**src/rtl/bcg_pkg.sv**
```systemverilog
package bcg_pkg;

    // length codes accepted on blen_i
    typedef enum logic [2:0] {
        LEN_1    = 3'd0,
        LEN_2    = 3'd1,
        LEN_4    = 3'd2,
        LEN_8    = 3'd3,
        LEN_PAGE = 3'd7
    } len_code_e;

    // beat ordering inside the burst window
    typedef enum logic {
        ORD_SEQ = 1'b0,
        ORD_ILV = 1'b1
    } order_e;

endpackage

```
**src/rtl/bcg_len_decode.sv**
```systemverilog
module bcg_len_decode #(
    parameter int COL_W       = 8,
    parameter int CODE_W      = 3,
    parameter int FULL_CODE   = 7,
    parameter int MAX_FIX_LOG = 3
) (
    input  logic [CODE_W-1:0] code_i,
    input  logic              ilv_i,
    output logic [COL_W-1:0]  mask_o,
    output logic              full_o,
    output logic              err_o
);
    localparam int NB_W = $clog2(COL_W + 1);

    logic [NB_W-1:0] nbits;

    always_comb begin
        nbits  = '0;
        full_o = 1'b0;
        err_o  = 1'b0;
        if (code_i == CODE_W'(FULL_CODE)) begin
            if (ilv_i) begin
                err_o = 1'b1;
            end else begin
                full_o = 1'b1;
                nbits  = NB_W'(COL_W);
            end
        end else if (int'(code_i) <= MAX_FIX_LOG) begin
            nbits = NB_W'(code_i);
        end else begin
            err_o = 1'b1;
        end
    end

    // one mask bit per column bit: set for bits that move inside the burst
    for (genvar i = 0; i < COL_W; i++) begin : g_mask
        assign mask_o[i] = (nbits > NB_W'(i));
    end

endmodule

```
**src/rtl/bcg_addr_form.sv**
```systemverilog
module bcg_addr_form #(
    parameter int COL_W = 8
) (
    input  logic [COL_W-1:0] base_i,
    input  logic [COL_W-1:0] beat_i,
    input  logic [COL_W-1:0] mask_i,
    input  logic             ilv_i,
    output logic [COL_W-1:0] col_o
);
    logic [COL_W-1:0] seq_sum;
    logic [COL_W-1:0] ilv_mix;
    logic [COL_W-1:0] pick;

    always_comb begin
        seq_sum = base_i + beat_i;
        ilv_mix = base_i ^ beat_i;
        pick    = ilv_i ? ilv_mix : seq_sum;
    end

    // moving bits come from the ordering result, fixed bits from the base
    for (genvar i = 0; i < COL_W; i++) begin : g_merge
        assign col_o[i] = mask_i[i] ? pick[i] : base_i[i];
    end

endmodule

```
**src/rtl/burst_col_gen.sv**
```systemverilog
module burst_col_gen #(
    parameter int COL_W       = 8,
    parameter int CODE_W      = 3,
    parameter int FULL_CODE   = 7,
    parameter int MAX_FIX_LOG = 3
) (
    input  logic              clk,
    input  logic              rst_n,
    input  logic              start_i,
    input  logic [COL_W-1:0]  start_col_i,
    input  logic [CODE_W-1:0] blen_i,
    input  logic              ilv_i,
    input  logic              stop_i,
    output logic [COL_W-1:0]  col_o,
    output logic              valid_o,
    output logic              last_o,
    output logic              err_o
);
    import bcg_pkg::*;

    typedef struct packed {
        logic             act;
        logic [COL_W-1:0] base;
        logic [COL_W-1:0] beat;
        logic [COL_W-1:0] mask;
        order_e           ord;
        logic             full;
        logic             err;
    } burst_st_t;

    burst_st_t st_d, st_q;

    logic [COL_W-1:0] dec_mask;
    logic             dec_full;
    logic             dec_err;
    logic [COL_W-1:0] formed_col;
    logic             at_last;

    bcg_len_decode #(
        .COL_W      (COL_W),
        .CODE_W     (CODE_W),
        .FULL_CODE  (FULL_CODE),
        .MAX_FIX_LOG(MAX_FIX_LOG)
    ) u_dec (
        .code_i (blen_i),
        .ilv_i  (ilv_i),
        .mask_o (dec_mask),
        .full_o (dec_full),
        .err_o  (dec_err)
    );

    bcg_addr_form #(
        .COL_W(COL_W)
    ) u_form (
        .base_i (st_q.base),
        .beat_i (st_q.beat),
        .mask_i (st_q.mask),
        .ilv_i  (st_q.ord == ORD_ILV),
        .col_o  (formed_col)
    );

    assign at_last = st_q.act && !st_q.full && (st_q.beat == st_q.mask);

    always_comb begin
        st_d     = st_q;
        st_d.err = 1'b0;
        if (start_i) begin
            st_d.act  = 1'b1;
            st_d.base = start_col_i;
            st_d.beat = '0;
            st_d.mask = dec_mask;
            st_d.ord  = ilv_i ? ORD_ILV : ORD_SEQ;
            st_d.full = dec_full;
            st_d.err  = dec_err;
        end else if (st_q.act) begin
            if (stop_i || at_last) begin
                st_d.act = 1'b0;
            end else begin
                st_d.beat = st_q.beat + COL_W'(1);
            end
        end
    end

    always_ff @(posedge clk or negedge rst_n) begin
        if (!rst_n) begin
            st_q <= '0;
        end else begin
            st_q <= st_d;
        end
    end

    assign valid_o = st_q.act;
    assign last_o  = at_last;
    assign err_o   = st_q.act && st_q.err;
    assign col_o   = st_q.act ? formed_col : '0;

endmodule

```
**config.mk**
```make
export PLATFORM = sky130hd
export DESIGN_NAME = burst_col_gen
export DESIGN_NICKNAME = d
export VERILOG_FILES = /design/src/rtl/bcg_pkg.sv /design/src/rtl/bcg_len_decode.sv /design/src/rtl/bcg_addr_form.sv /design/src/rtl/burst_col_gen.sv
export SDC_FILE = /design/constraint.sdc
export NUM_CORES = 1
export LEC_CHECK = 0
export ABC_AREA = 1
export BUFFER_PORTS_ARGS = -buffer_cell sky130_fd_sc_hd__buf_2
export CELL_PAD_IN_SITES_DETAIL_PLACEMENT = 2
export CELL_PAD_IN_SITES_GLOBAL_PLACEMENT = 2
export CORE_ASPECT_RATIO = 1.4
export CORE_MARGIN = 2
export CORE_UTILIZATION = 29
export DETAILED_ROUTE_END_ITERATION = 10
export PLACE_DENSITY = 0.87
export SLEW_MARGIN = 5
export SYNTH_ARGS = -nofsm -noshare
export SYNTH_HDL_FRONTEND = slang
export SYNTH_SLANG_ARGS = --single-unit
```
**constraint.sdc**
```tcl
create_clock -name clk -period 1.81 [get_ports clk]
set_input_delay 0.362 -clock clk [delete_from_list [all_inputs] [get_ports clk]]
set_output_delay 0.362 -clock clk [all_outputs]
set_load 0.03 [all_outputs]
```
[Yosys cells after proc, flatten, opt, wreduce, memory -nomap -nowiden]
Index checks and enable logic that the tools add are counted.
Operators by class
  muxes and demuxes: 25
  add/sub/neg operators: 2
  equality and inequality tests: 3
  bitwise gates (word level): 1
  reductions and logical operators: 7
  order comparisons: 9
Operators with widths (count)
  2-to-1 mux 8 bit: 5
  2-to-1 mux 1 bit: 17
  greater-than comparator 4 x 3 -> 1 bit, second input constant: 4
  adder 8 x 1 -> 8 bit, second input constant: 1
  adder 8 bit: 1
  equality test 8 bit: 1
  greater-than comparator 4 x 1 -> 1 bit, second input constant: 2
  greater-than comparator 4 x 2 -> 1 bit, second input constant: 2
  2-to-1 mux 4 bit: 2
  XOR 8 bit: 1
  equality test 3 bit, second input constant: 1
  less-or-equal comparator 3 x 2 -> 1 bit, second input constant: 1
  logical AND 1 bit: 3
  2-to-1 mux 3 bit: 1
  inequality test 2 bit, second input constant: 1
  AND reduction 2 bit: 1
  nonzero test 2 bit: 1
  zero test 1 bit: 1
  logical OR 1 bit: 1
Word-level totals
  word-level logic and storage cells: 54
  register bits: 28
  bits of input ports: 16

[Depth between registers and ports, before layout]
  depth after elaboration: 7
  depth in mapped cells: 11

[By module]
From an unflattened synthesis, not the netlist that was laid out.
Second synthesis, totals
  cell total of the unflattened synthesis: 314
  area, all modules: 2070.7 um^2
Modules (own cells, without submodules)
  burst_col_gen: sequential area each 700.7 um^2, area an instance 1565.3 um^2, cells each 218, instances 1
  bcg_addr_form: sequential area each 0.0 um^2, area an instance 429.2 um^2, cells each 79, instances 1
  bcg_len_decode: sequential area each 0.0 um^2, area an instance 76.3 um^2, cells each 17, instances 1

[Least setup slack after synthesis]
OpenSTA, ideal clock, no wires.
  path type: register to output
  from: register st_q[11] in the netlist's numbering
  to: output port col_o[1]
  stages on the path, launching flop included: 5
  slack: -0.545 ns
  data arrival time: 1.993 ns
  cell sequence: dfrtp_1 -> ha_1 -> fa_1 -> nand2_1 -> a221oi_1
On the way
  longest elaborated chain between the ends: 4
Ends and longest elaborated chain
  from (decl): RTL line burst_col_gen.sv:31  | burst_st_t st_d, st_q;
  from (signal assigned): RTL line burst_col_gen.sv:88  | st_q <= st_d;
  adder 8 bit: RTL line bcg_addr_form.sv:15  | seq_sum = base_i + beat_i;
  2-to-1 mux 8 bit: RTL line bcg_addr_form.sv:17  | pick = ilv_i ? ilv_mix : seq_sum;
  2-to-1 mux 1 bit: RTL line bcg_addr_form.sv:22  | assign col_o[i] = mask_i[i] ? pick[i] : base_i[i];
  2-to-1 mux 8 bit: RTL line burst_col_gen.sv:95  | assign col_o = st_q.act ? formed_col : '0;
  to (decl): RTL line burst_col_gen.sv:14  | output logic [COL_W-1:0] col_o,
No other way between the ends.

[Worst setup path after layout]
  from: register st_q[12] in the netlist's numbering
  to: output port col_o[2]
The elaborated chain is that of the path after synthesis.

==> results.md <==
* Initial DRC count at 77
* Unrepaired setup endpoints after global routing: true
* Max_cap viols at 0
* Sink Count at 27
* Die ar. at 0.00669 sq mm
* # setup viols final at 8
* TritonCTS buffer count at 3
* EDFF count, synth at 0
* Clock root buffer: clkbuf_8
* Slew Limit Fails at 0
* # nets final at between 300 and 400
* Final wirelength at around 8100 um
* Worst Setup End Kind: primary output
* Multi-input gate area at 0.00127 sq mm
* Die Wd at ~70 um
* Crit-path max cell delay at 0.47 ns
* Crit path launch type: register
* Worst EP required at 1.45 ns
* Netlist Area Pre-Place at 0.00175 sq mm
* Status: complete, but fails checks
* Slowest-stage cell, CP: dfrtp_2
* Mapped Avg Cell Area at about 7.3 sq um
* Synth Register Bits at 27
* Final instance area at 0.00263 sq mm
* Distinct cells, synth at 26
* Vias at around 1900
* Cell Area, Placed at approximately 0.0022 sq mm
* Wirelength per Cell at 22.0 um
* # rows at 33
* Deepest clock path buffer count at 2
* Initial Util at 0.299
* Fin crit share at 1.35
* Number of routed nets with antenna violations at 0
* FMAX at 0.408 GHz
* Count leader, synth: nand2_1
* LEAKAGE at 0.00130 uW
* Seq/Total Area, Yosys at 0.386
* Type of the tightest min-delay check: in2async
* Peak supply drop at 354 uV
* GRT Util Overall at 0.242
* Vias per cell at 5.22
* # DRC at 0
* Die Y at 96.0 um
* Leading post-synthesis cells by cell area: dfrtp_1 (39%), nand2_1 (18%), ha_1 (5.7%), o21ai_0 (5.7%), inv_1 (5.1%)
* First-pass GRT wire length at 12000 um
* Initial antenna violation count at 0
* Area Growth Syn to Fin at 49.9%
* Setup TNS at -3.96 ns
* First-pass iteration count of the detailed router at 4
* Failing checks: setup timing
* WP data arrival at 2.09 ns
* Worst Slack Setup Final at -0.641 ns
* Slew at the pin closest to its max-slew limit at 0.680 ns
* CP Max Fanout at 3
* Commonest cells in the netlist: nand2_1 (83), dfrtp_1 (27), inv_1 (24)
* Post-synth ARST share at 1.00
* Antenna cells at 0
* Worst-path clk slew at 0.10 ns
* DPL Wire Length at 5290 um
* Syn Nets at 266
* Dominant synthesized flop cell: dfrtp_1
* Setup CP Type: reg2out
* Ys Warns at 0
* CP dominant cell by count: buf_6
* Clk_skew at 0.00689 ns
* TritonCTS clock tree: done
* Min Tclk post-route at around 2.5 ns
* Relative slew slack at 0.547
* FILL cells at approximately 670
* Fin. Hold Viols at 0
* Clock latency on the worst-skew pair at ~0.30 ns
* Total Power at roughly 1800 uW
* Critical Path, Cell by Cell: buf_6, fa_2, buf_4, nand2_2, o21ai_1, a21oi_1, or2_4, inv_4, buf_6
* Share of layout cells above drive strength 1 at 0.441
* H-tree depth at 1
* Largest net degree at the start of global routing at 28
* Final design utilization at 0.448
* I/O pin total at 27
* Synth area leader: dfrtp_1
* Register area at 681 sq um
* PortBufs at 26
* Routability cong. at 0.848
* CORE AREA at 0.00586 sq mm
* Total global routing overflow at 0
* Vias in the first global route at 2235
* Yosys top cell area share at 0.386
* Synthesized instance count at between 200 and 250
* Power per Cell Area at slightly below 700 mW/mm^2
power by group:
group	total, uW	internal [uW]	switching (uW)
clock network	392	156	236
registers	704	643	61.1
logic	682	294	388
total	1780	1090	685
cell type report:
cell class,instances,area share
Timing Repair Buffer,58,0.165
Tap cell,70,0.0333
Clock buffer,3,0.0157
Sequential cell,27,0.259
Multi-Input combinational cell,181,0.485
Inverter,27,0.0395
Clock inverter,1,0.00191
cell usage in the layout (no fill, tap or decap), drive strengths merged:
cell type  instances
nand2             86
buf               58
dfrtp             27
inv               26
o21ai             20
nor2              17
nand3             15
a21oi              9
ha                 8
xor2               6
xnor2              5
nand4              4
nor3               4
clkbuf             3
nor3b              2
clkinv             2
nand3b             1
a31oi              1
or2                1
a221oi             1
fa                 1
cell families (layout without fill, tap and decap cells):
| logic type | count (synthesis) | in the layout | share of synthesized area |
|---|---|---|---|
| adder cells (fa/ha/maj) | 9 | 9 | 0.0686 |
| AO/OA/AOI/OAI | 31 | 31 | 0.0914 |
| flip-flops | 27 | 27 | 0.386 |
| AND/OR/NAND/NOR | 130 | 130 | 0.324 |
| XOR/XNOR | 11 | 11 | 0.0550 |
| buffers and inverters | 33 | 89 | 0.0750 |
per-stage QoR:
stage               hold WS [ns]  std cells  worst slack [ns]
detailed placement         0.437        351            -0.378
floorplan                 0.0664        241            -0.144
global placement           0.422        351            -0.221
finish                    0.0867        367            -0.641
global route               0.129        367            -0.701
CTS                        0.107        361            -0.568
critical path: cells and delay by family (launching register included):
| kind | cells | cell delay, ns |
|---|---|---|
| flip-flops | 1 | 0.47 |
| buffers and inverters | 4 | 0.44 |
| adder cells (fa/ha/maj) | 1 | 0.40 |
| AO/OA/AOI/OAI | 2 | 0.26 |
| AND/OR/NAND/NOR | 2 | 0.22 |
registers in the layout, indices dropped and copies added (netlist names):
name,cells
valid_o,1
st_q,26
repair_timing:
item	4_1_cts	5_1_grt
gates resized for setup	36	41
endpoints found under the setup margin	9	16
setup buffers	6	7
pin swaps	14	25
hold buffers	0	0
worst paths after layout:
kind / start / endpoint / slack [ns] / depth (start not counted)
min in group clk: start_col_i[7] / st_q[26]$_DFFE_PN0P_ / 0.26 / 3
max in group asynchronous: rst_n / st_q[12]$_DFFE_PN0P_ / 1.25 / 1
hold / removal: rst_n / st_q[0]$_DFF_PN0_ / 0.09 / 1
hold reg to reg: st_q[26]$_DFFE_PN0P_ / st_q[26]$_DFFE_PN0P_ / 0.54 / 2
setup / recovery: st_q[12]$_DFFE_PN0P_ / col_o[2] / -0.64 / 9
setup reg to reg: st_q[11]$_DFFE_PN0P_ / st_q[13]$_DFFE_PN0P_ / 0.03 / 10
layer usage:
metal / track usage / vias to the layer above / part of all wire
met1: 0.278 / 980 / 0.41
met3: 0.0251 / 19 / 0.018
met4: 0.135 / 0 / 0.035
met5: 0 / - / 0
li1: - / 882 / -
met2: 0.442 / 34 / 0.54
Note: power is estimated with default switching activity, not from simulation.
